==> src/rtl/blkd_pkg.sv <==
package blkd_pkg;

  // outcome held in the result register
  typedef enum logic [1:0] {
    OUT_IDLE    = 2'd0,
    OUT_PLACED  = 2'd1,
    OUT_REFUSED = 2'd2
  } out_kind_e;

  // index width that stays at least one bit wide
  function automatic int unsigned idx_w(input int unsigned n);
    return (n > 1) ? $clog2(n) : 1;
  endfunction

endpackage

==> src/rtl/mp_account.sv <==
// Resource totals of one multiprocessor and the admission test against them.
module mp_account #(
  parameter int MAX_BLK  = 8,
  parameter int MAX_THR  = 768,
  parameter int MAX_REGS = 8192,
  parameter int MAX_SMEM = 16384,
  parameter int TW       = 10,
  parameter int RW       = 14,
  parameter int SW       = 15
) (
  input  logic          clk,
  input  logic          rst,
  input  logic [TW-1:0] dem_thr,
  input  logic [RW-1:0] dem_regs,
  input  logic [SW-1:0] dem_smem,
  input  logic          alloc,
  input  logic          free,
  input  logic [TW-1:0] free_thr,
  input  logic [RW-1:0] free_regs,
  input  logic [SW-1:0] free_smem,
  output logic          fit
);

  localparam int BW = $clog2(MAX_BLK + 1);

  logic [BW-1:0] cnt_blk;
  logic [TW-1:0] cnt_thr;
  logic [RW-1:0] cnt_regs;
  logic [SW-1:0] cnt_smem;

  logic [TW:0] thr_sum;
  logic [RW:0] regs_sum;
  logic [SW:0] smem_sum;

  assign thr_sum  = {1'b0, cnt_thr}  + {1'b0, dem_thr};
  assign regs_sum = {1'b0, cnt_regs} + {1'b0, dem_regs};
  assign smem_sum = {1'b0, cnt_smem} + {1'b0, dem_smem};

  assign fit = (cnt_blk < BW'(MAX_BLK))
            && (thr_sum  <= (TW+1)'(MAX_THR))
            && (regs_sum <= (RW+1)'(MAX_REGS))
            && (smem_sum <= (SW+1)'(MAX_SMEM));

  always_ff @(posedge clk) begin
    if (rst) begin
      cnt_blk  <= '0;
      cnt_thr  <= '0;
      cnt_regs <= '0;
      cnt_smem <= '0;
    end else begin
      cnt_blk  <= cnt_blk  + (alloc ? BW'(1) : '0) - (free ? BW'(1) : '0);
      cnt_thr  <= cnt_thr  + (alloc ? dem_thr  : '0) - (free ? free_thr  : '0);
      cnt_regs <= cnt_regs + (alloc ? dem_regs : '0) - (free ? free_regs : '0);
      cnt_smem <= cnt_smem + (alloc ? dem_smem : '0) - (free ? free_smem : '0);
    end
  end

  p_blk_cap_r2: assert property (@(posedge clk) disable iff (rst)
    cnt_blk <= BW'(MAX_BLK));
  p_thr_cap_r3: assert property (@(posedge clk) disable iff (rst)
    cnt_thr <= TW'(MAX_THR));
  p_regs_cap_r4: assert property (@(posedge clk) disable iff (rst)
    cnt_regs <= RW'(MAX_REGS));
  p_smem_cap_r4: assert property (@(posedge clk) disable iff (rst)
    cnt_smem <= SW'(MAX_SMEM));
  // the selector may only charge a multiprocessor that reported room
  p_alloc_fits_r5: assert property (@(posedge clk) disable iff (rst)
    alloc |-> fit);
  // input assumption: completions name a multiprocessor with a resident block
  p_free_resident_r7: assert property (@(posedge clk) disable iff (rst)
    free |-> (cnt_blk != '0));

endmodule

==> src/rtl/mp_select.sv <==
// Lowest-index selection among multiprocessors that have room.
module mp_select #(
  parameter int N    = 4,
  parameter int MP_W = 2
) (
  input  logic [N-1:0]    cand,
  output logic [N-1:0]    grant,
  output logic [MP_W-1:0] grant_idx,
  output logic            any
);

  always_comb begin
    grant     = '0;
    grant_idx = '0;
    any       = 1'b0;
    for (int i = N - 1; i >= 0; i--) begin
      if (cand[i]) begin
        grant     = '0;
        grant[i]  = 1'b1;
        grant_idx = MP_W'(i);
        any       = 1'b1;
      end
    end
  end

endmodule

==> src/rtl/blk_dispatch.sv <==
module blk_dispatch
  import blkd_pkg::*;
#(
  parameter int NUM_MP      = 4,
  parameter int ID_W        = 8,
  parameter int MAX_BLK     = 8,
  parameter int MAX_THR     = 768,
  parameter int MAX_BLK_THR = 512,
  parameter int MAX_REGS    = 8192,
  parameter int MAX_SMEM    = 16384,
  // derived widths; keep at their defaults
  parameter int MP_W        = idx_w(NUM_MP),
  parameter int TW          = $clog2(MAX_THR + 1),
  parameter int RW          = $clog2(MAX_REGS + 2),
  parameter int SW          = $clog2(MAX_SMEM + 2)
) (
  input  logic            clk,
  input  logic            rst,
  input  logic            req_valid,
  output logic            req_ready,
  input  logic [ID_W-1:0] req_id,
  input  logic [TW-1:0]   req_thr,
  input  logic [RW-1:0]   req_regs,
  input  logic [SW-1:0]   req_smem,
  input  logic            done_valid,
  input  logic [MP_W-1:0] done_mp,
  input  logic [TW-1:0]   done_thr,
  input  logic [RW-1:0]   done_regs,
  input  logic [SW-1:0]   done_smem,
  output logic            out_valid,
  output logic            out_reject,
  output logic [ID_W-1:0] out_id,
  output logic [MP_W-1:0] out_mp,
  output logic            stall
);

  logic [NUM_MP-1:0] fit;
  logic [NUM_MP-1:0] grant;
  logic [NUM_MP-1:0] alloc;
  logic [NUM_MP-1:0] free;
  logic [MP_W-1:0]   grant_idx;
  logic              any_fit;
  logic              req_bad;
  logic              place;

  out_kind_e         kind_q;
  logic [ID_W-1:0]   id_q;
  logic [MP_W-1:0]   mp_q;
  logic              stall_q;

  // a demand that no empty multiprocessor could hold
  assign req_bad = (req_thr == '0)
                || (req_thr  > TW'(MAX_BLK_THR))
                || (req_regs > RW'(MAX_REGS))
                || (req_smem > SW'(MAX_SMEM));

  assign place     = req_valid && !req_bad && any_fit;
  assign req_ready = req_bad || any_fit;

  generate
    for (genvar g = 0; g < NUM_MP; g++) begin : g_mp
      assign alloc[g] = place && grant[g];
      assign free[g]  = done_valid && (done_mp == MP_W'(g));

      mp_account #(
        .MAX_BLK  (MAX_BLK),
        .MAX_THR  (MAX_THR),
        .MAX_REGS (MAX_REGS),
        .MAX_SMEM (MAX_SMEM),
        .TW       (TW),
        .RW       (RW),
        .SW       (SW)
      ) acct_i (
        .clk       (clk),
        .rst       (rst),
        .dem_thr   (req_thr),
        .dem_regs  (req_regs),
        .dem_smem  (req_smem),
        .alloc     (alloc[g]),
        .free      (free[g]),
        .free_thr  (done_thr),
        .free_regs (done_regs),
        .free_smem (done_smem),
        .fit       (fit[g])
      );
    end
  endgenerate

  mp_select #(
    .N    (NUM_MP),
    .MP_W (MP_W)
  ) sel_i (
    .cand      (fit),
    .grant     (grant),
    .grant_idx (grant_idx),
    .any       (any_fit)
  );

  always_ff @(posedge clk) begin
    if (rst) begin
      kind_q  <= OUT_IDLE;
      id_q    <= '0;
      mp_q    <= '0;
      stall_q <= 1'b0;
    end else begin
      stall_q <= req_valid && !req_ready;
      if (req_valid && req_bad) begin
        kind_q <= OUT_REFUSED;
        id_q   <= req_id;
        mp_q   <= '0;
      end else if (place) begin
        kind_q <= OUT_PLACED;
        id_q   <= req_id;
        mp_q   <= grant_idx;
      end else begin
        kind_q <= OUT_IDLE;
      end
    end
  end

  assign out_valid  = (kind_q != OUT_IDLE);
  assign out_reject = (kind_q == OUT_REFUSED);
  assign out_id     = id_q;
  assign out_mp     = mp_q;
  assign stall      = stall_q;

  // a block is charged to at most one multiprocessor
  p_single_mp_r1: assert property (@(posedge clk) disable iff (rst)
    $onehot0(alloc));
  // an accepted request yields a result at the next edge
  p_result_follows_r1: assert property (@(posedge clk) disable iff (rst)
    (req_valid && req_ready) |=> out_valid);
  // a stalled cycle produces no result
  p_stall_quiet_r6: assert property (@(posedge clk) disable iff (rst)
    stall |-> !out_valid);
  // an impossible demand consumes nothing
  p_reject_no_alloc_r8: assert property (@(posedge clk) disable iff (rst)
    (req_valid && req_bad) |-> (alloc == '0));
  // rejections never name a multiprocessor other than zero
  p_reject_mp_zero_r8: assert property (@(posedge clk) disable iff (rst)
    (out_valid && out_reject) |-> (out_mp == '0));

endmodule

==> config.mk <==
export PLATFORM = sky130hd
export DESIGN_NAME = blk_dispatch
export DESIGN_NICKNAME = d
export VERILOG_FILES = /design/src/rtl/blkd_pkg.sv /design/src/rtl/mp_account.sv /design/src/rtl/mp_select.sv /design/src/rtl/blk_dispatch.sv
export SDC_FILE = /design/constraint.sdc
export NUM_CORES = 1
export LEC_CHECK = 0
export ABC_CLOCK_PERIOD_IN_PS = 9200
export BUFFER_PORTS_ARGS = -buffer_cell sky130_fd_sc_hd__buf_4
export CORE_MARGIN = 3
export CORE_UTILIZATION = 45
export CTS_CLUSTER_SIZE = 25
export DETAILED_ROUTE_END_ITERATION = 16
export SLEW_MARGIN = 20
export SYNTH_ARGS = -nofsm -noshare
export SYNTH_HDL_FRONTEND = slang
export SYNTH_SLANG_ARGS = --single-unit
==> constraint.sdc <==
create_clock -name clk -period 9.2 [get_ports clk]
set_input_delay 0.46 -clock clk [delete_from_list [all_inputs] [get_ports clk]]
set_output_delay 0.46 -clock clk [all_outputs]
set_load 0.1 [all_outputs]
==> results of run 1 <==
[synth_stat cells, drive strengths merged (21+ instances only)]
master,instances
a21oi,185
nor4,31
nand4,31
o21bai,29
xor2,76
and2,169
nand3,38
buf,22
nor2b,63
o21a,28
fa,160
xnor2,118
nor2,248
nor3,99
a211oi,27
nand2b,21
and3,32
o21ai,125
a31oi,39
dfxtp,185
nand2,272
a21o,71
clkbuf,50
inv,504
ha,328
[metal layers]
layer  vias to the layer above  GRT usage, %
li1                      11156             -
met2                       568          42.1
met5                         -             0
met4                         0          7.22
met1                     11098          35.8
met3                        91          3.13
[cell type report]
cell class	count	area, sq um	area share (%)
clock buffer	20	447	1.63
clock inverter	11	100	0.366
inverter	504	1890	6.92
multi-input combinational	2477	19300	70.8
sequential	185	3700	13.5
tap	748	936	3.42
timing repair buffer	121	912	3.34
[worst max-delay path: stages (launching register included)]
cell and delay, ns:
dfxtp_1 0.34, ha_1 0.50, nand3_1 0.16, o311ai_0 0.87, mux2i_1 0.23, nor4_1 0.36
nand4_1 0.20, a221oi_1 0.58, nand2_1 0.34, nor3_4 0.64, nand2_1 0.15, fa_1 0.51
inv_1 0.04, ha_1 0.31, nor2b_1 0.16, o21ai_0 0.29, a21oi_1 0.16, o21ai_0 0.26
a21boi_0 0.17, o21ai_0 0.22, a21boi_0 0.16, o21a_1 0.22, o41ai_1 0.33, mux2_2 0.38
[sequential cells by signal (all words and copies together) (netlist names)]
name and flops:
kind_q 2, g_mp.acct_i.cnt_blk 16, out_mp 2, stall 1
out_id 8, g_mp.acct_i.cnt_thr 40, g_mp.acct_i.cnt_smem 60, g_mp.acct_i.cnt_regs 56
[worst paths after layout]
path / start / to / slack (ns) / cells past startpoint
hold reg to reg: out_id[6]$_SDFFE_PP0P_ / out_id[6]$_SDFFE_PP0P_ / 0.46 / 2
setup reg to reg: g_mp[2].acct_i.cnt_regs[6]$_SDFF_PP0_ / g_mp[2].acct_i.cnt_regs[12]$_SDFF_PP0_ / 1.50 / 23
setup / recovery: g_mp[2].acct_i.cnt_regs[6]$_SDFF_PP0_ / g_mp[2].acct_i.cnt_regs[12]$_SDFF_PP0_ / 1.50 / 23
hold / removal: req_id[2] / out_id[2]$_SDFFE_PP0P_ / 0.21 / 3
[stage by stage]
stage	power, mW	cell area [sq um]	cells	hold slack [ns]	utilization, %
final	8.45	27300	4066	0.206	49.4
after global placement	7.48	26800	4035	0.445	48.4
after global routing	9.35	27300	4066	0.194	49.4
after detailed placement	7.61	26800	4035	0.449	48.4
after floorplan	6.26	25200	3239	0.524	-
after CTS	8.43	27300	4066	0.170	49.4
[cells by family after synthesis]
family / share of synthesized area, %
fa+ha+maj: 29.0
flops: 14.7
compound gates: 18.2
mux: 1.07
buf+inv: 8.77
xor+xnor: 6.74
simple gates: 21.6
[power groups by stage]
stage | Combinational, mW | Clock, mW | Sequential (mW)
after floorplan | 4.99 | 0 | 1.27
after global placement | 6.18 | 0 | 1.31
after detailed placement | 6.29 | 0 | 1.31
after CTS | 6.34 | 0.793 | 1.30
after global routing | 7.21 | 0.811 | 1.33
final | 6.39 | 0.765 | 1.30
==> reports/results.tsv, run 1 <==
metric	value	unit
status	complete, no violations	
Maximum Capacitance Violations	0	
M1 WL	35700	um
Clock Sinks	185	
H-tree levels	4	
crit path capture type	register	
Final WS setup	1.50	ns
post-synthesis register bit count	185	
Worst VDD drop	0.173	mV
Crit Path Class	reg -> reg	
GRT Overall Usage	25.7	%
TritonCTS clock tree	built	
Final HPWL DP	58500	um
CTS root buf	clkbuf_16	
largest cells by area after synthesis	ha_1 (16%), dfxtp_1 (15%), fa_1 (13%)	
Cell variety after synth	94	
largest net degree at the start of global routing	80	
CTS Buf Count	17	
final wirelength	75700	um
final setup fails	0	
slew margin rel.	32.4	%
commonest non-fill, non-tap cell in the layout	inv_1	
Yosys top cell area share	16.3	%
CP required	9.60	ns
CP startpoint kind	register	
via count	22913	
Final #Nets	3886	
Top Layer Used	met4	
Final Cycle Share	83.7	%
area of the core	0.0553	sq mm
first-pass GRT wire length	121000	um
PwrDens	309	mW/mm^2
Leakage	12.7	nW
initial antenna violation count	0	
unrepaired setup endpoints after global routing	no	
DIE AREA	0.0589	sq mm
clock buffer depth	2	
Hold Fails Final Rpt	0	
post-synth net total	3819	
minimum clock period after layout	7.70	ns
gpl congestion	0.903	
Reg power frac	15.3	%
Residual DRC	0	
Clock Latency Late Sink	0.51	ns
DR iter-0 viols	1528	
CTS resizes	0	
Initial Utilization	45.6	%
top_reg_cell synth	dfxtp_1	
Syn Area/Cell	7.79	sq um
vias in the first global route	22334	
clock slew at reported path FFs	0.08	ns
Sw Ratio	50.3	%
number of synthesized flops with an enable pin	0	
WL met3	3770	um
dpl ws	1.26	ns
synth warn	0	
internal power	4.20	mW
Die Y	243	um
cell taking the most area after synthesis	ha_1	
clk_skew	0.0163	ns
Clock power frac	9.1	%
crit path DAT	8.10	ns
I/O Pins	106	
share of cells above drive strength 1	6.21	%
number of port buffers	105	
row count	86	
Hold Buf Count CTS	0	
critical-path maximum fanout	15	
Die Wd	243	um
most frequent cells in the layout	inv_1 (503), ha_1 (328), nand2_1 (271)	
GRT Residual Overflow	0	
fraction of registers with async set/reset	0	%
synthesis-to-layout area growth	8.35	%
achievable clock frequency	130	MHz
sw power	4.25	mW
# fillers	5595	
setup_tns	0	ns
Max Slew Vio Count	0	
Hold WC Path Type	in -> reg	
Comb power frac	75.6	%
Post-Syn Area	0.0252	sq mm
routed wl met2	34400	um
Via density	5.64	
DR WL/cell	18.6	um
ant diodes	0	
register area share after synthesis	14.7	%
Post CTS Setup Buffer Count	0	
router iterations before antenna repair	5	
cell count after synthesis	3239	
worst slew pin tran	1.01	ns
Routed Antenna Nets	0	
(Power assumes the default switching activity.)
==> run 2: changes to the inputs <==
Settings changed: ABC_CLOCK_PERIOD_IN_PS 9200 to 7600.
Clock period 9.2 ns to 7.6 ns, I/O delays scaled along.
==> reports/results.tsv, run 2 (synthesized netlist as in run 1, its figures left out) <==
metric	value	unit	change
DR WL/cell	18.2	um	-2.2%
final setup fails	0		unchanged
minimum clock period after layout	7.04	ns	-0.664 ns
DIE AREA	0.0589	sq mm	unchanged
Die Wd	243	um	unchanged
unrepaired setup endpoints after global routing	no		
via count	22914		+0.0044%
area occupied by multi-input gates	0.0194	sq mm	about the same
Critical Path Max Stage Delay	0.52	ns	-0.35 ns
PwrDens	376	mW/mm^2	+22%
achievable clock frequency	142	MHz	+9.4%
first-pass GRT wire length	120000	um	-0.91%
Max Slew Vio Count	0		unchanged
Die Y	243	um	unchanged
final hold slack	0.134	ns	-0.0725 ns
slew margin rel.	32.9	%	+0.51 points
Hold WC Path Type	in -> reg		
CP required	7.96	ns	-1.64 ns
Clock Sinks	185		unchanged
area of the core	0.0553	sq mm	unchanged
Initial Utilization	45.6	%	unchanged
Clock Latency Late Sink	0.51	ns	about the same
Final Cycle Share	92.6	%	+8.9 points
clk_skew	0.0172	ns	+0.000888 ns
largest net degree at the start of global routing	107		+34%
Final HPWL DP	57900	um	-1.1%
DP Area	0.0269	sq mm	+0.39%
crit path DAT	7.39	ns	-0.71 ns
Hold Buf Count CTS	0		unchanged
clock slew at reported path FFs	0.08	ns	about the same
Clock power frac	9.3	%	+0.2 points
row count	86		unchanged
Final Util	49.7	%	+0.26 points
CTS resizes	0		unchanged
Via density	5.62		-0.24%
status	complete, no violations		
H-tree levels	4		unchanged
router iterations before antenna repair	6		+1
internal power	5.14	mW	+23%
commonest non-fill, non-tap cell in the layout	inv_1		
number of port buffers	105		unchanged
critical-path maximum fanout	8		-7
sw power	5.20	mW	+22%
clock buffer depth	2		unchanged
crit path capture type	register		
DR iter-0 viols	1305		-15%
TritonCTS clock tree	built		
Sw Ratio	50.2	%	-0.082 points
Maximum Capacitance Violations	0		unchanged
# fillers	5500		-1.7%
ant diodes	0		unchanged
Design Area, Final	0.0275	sq mm	+0.52%
Hold Fails Final Rpt	0		unchanged
gpl congestion	0.928		+2.8%
vias in the first global route	22429		+0.43%
Comb power frac	75.5	%	about the same
largest registers	g_mp.acct_i.cnt_smem x60, g_mp.acct_i.cnt_regs x56, g_mp.acct_i.cnt_thr x40		
GRT Overall Usage	25.3	%	-0.44 points
I/O Pins	106		unchanged
CTS root buf	clkbuf_16		
Post CTS Setup Buffer Count	0		unchanged
Critical-path top delay cell	a2111oi_0		
Reg with most FFs	g_mp.acct_i.cnt_smem		
Residual DRC	0		unchanged
Reg area	0.00370	sq mm	unchanged
final wirelength	74200	um	-1.9%
Worst VDD drop	0.220	mV	+27%
Reg power frac	15.2	%	about the same
worst slew pin tran	1.01	ns	-0.00299 ns
setup_tns	0	ns	unchanged
Crit Path Class	reg -> reg		
GRT Residual Overflow	0		unchanged
Final #Nets	3895		+0.23%
CTS Buf Count	17		unchanged
synthesis-to-layout area growth	8.91	%	
number of flip-flops in the largest register	60		unchanged
share of cells above drive strength 1	6.55	%	+0.34 points
Leakage	12.8	nW	+0.61%
Routed Antenna Nets	0		unchanged
initial antenna violation count	1		+1
most frequent cells in the layout	inv_1 (504), ha_1 (328), nand2_1 (270)		
CP startpoint kind	register		
-- run 2: cell type report --
class | count | area share (%)
timing repair buffer | 130 | 3.70
tap | 748 | 3.41
inverter | 504 | 6.89
clock inverter | 14 | 0.533
clock buffer | 18 | 1.56
sequential | 185 | 13.5
multi-input combinational | 2477 | 70.4
-- run 2: power groups by stage --
stage / registers (mW) / logic [mW] / clock network (mW)
after floorplan: 1.54 / 6.04 / 0
after global placement: 1.58 / 7.49 / 0
after detailed placement: 1.59 / 7.67 / 0
after CTS: 1.57 / 7.74 / 0.994
after global routing: 1.60 / 8.81 / 1.02
final: 1.57 / 7.81 / 0.962
-- run 2: worst max-delay path, delay by kind of cell, from the launching register on --
family                   cells  cell delay (ns)
adder cells (fa/ha/maj)      4             1.64
AO/OA/AOI/OAI               13             3.22
XOR/XNOR                     1             0.18
buffers and inverters        1             0.07
flip-flops                   1             0.32
AND/OR/NAND/NOR              6             1.46
-- run 2: path summary, 6_finish.rpt --
path | from | endpoint | slack (ns) | cells past startpoint
setup / recovery | g_mp[3].acct_i.cnt_regs[0]$_SDFF_PP0_ | g_mp[3].acct_i.cnt_regs[12]$_SDFF_PP0_ | 0.56 | 25
hold / removal | req_id[0] | out_id[0]$_SDFFE_PP0P_ | 0.13 | 3
setup reg to reg | g_mp[3].acct_i.cnt_regs[0]$_SDFF_PP0_ | g_mp[3].acct_i.cnt_regs[12]$_SDFF_PP0_ | 0.56 | 25
hold reg to reg | out_id[4]$_SDFFE_PP0P_ | out_id[4]$_SDFFE_PP0P_ | 0.46 | 2
-- run 2: routing by layer --
layer  global-route usage (%)  wire length, um
met1                     34.1            34500
met2                     41.3            33600
met3                     3.97             3740
met4                     8.42             2310
met5                        0               13
-- run 2: per-stage QoR --
stage	instances	total power, mW	setup WS (ns)
floorplan	3239	7.58	1.30
global placement	4044	9.07	0.282
detailed placement	4044	9.25	0.145
CTS	4076	10.3	0.361
global route	4076	11.4	0.0247
finish	4076	10.3	0.563
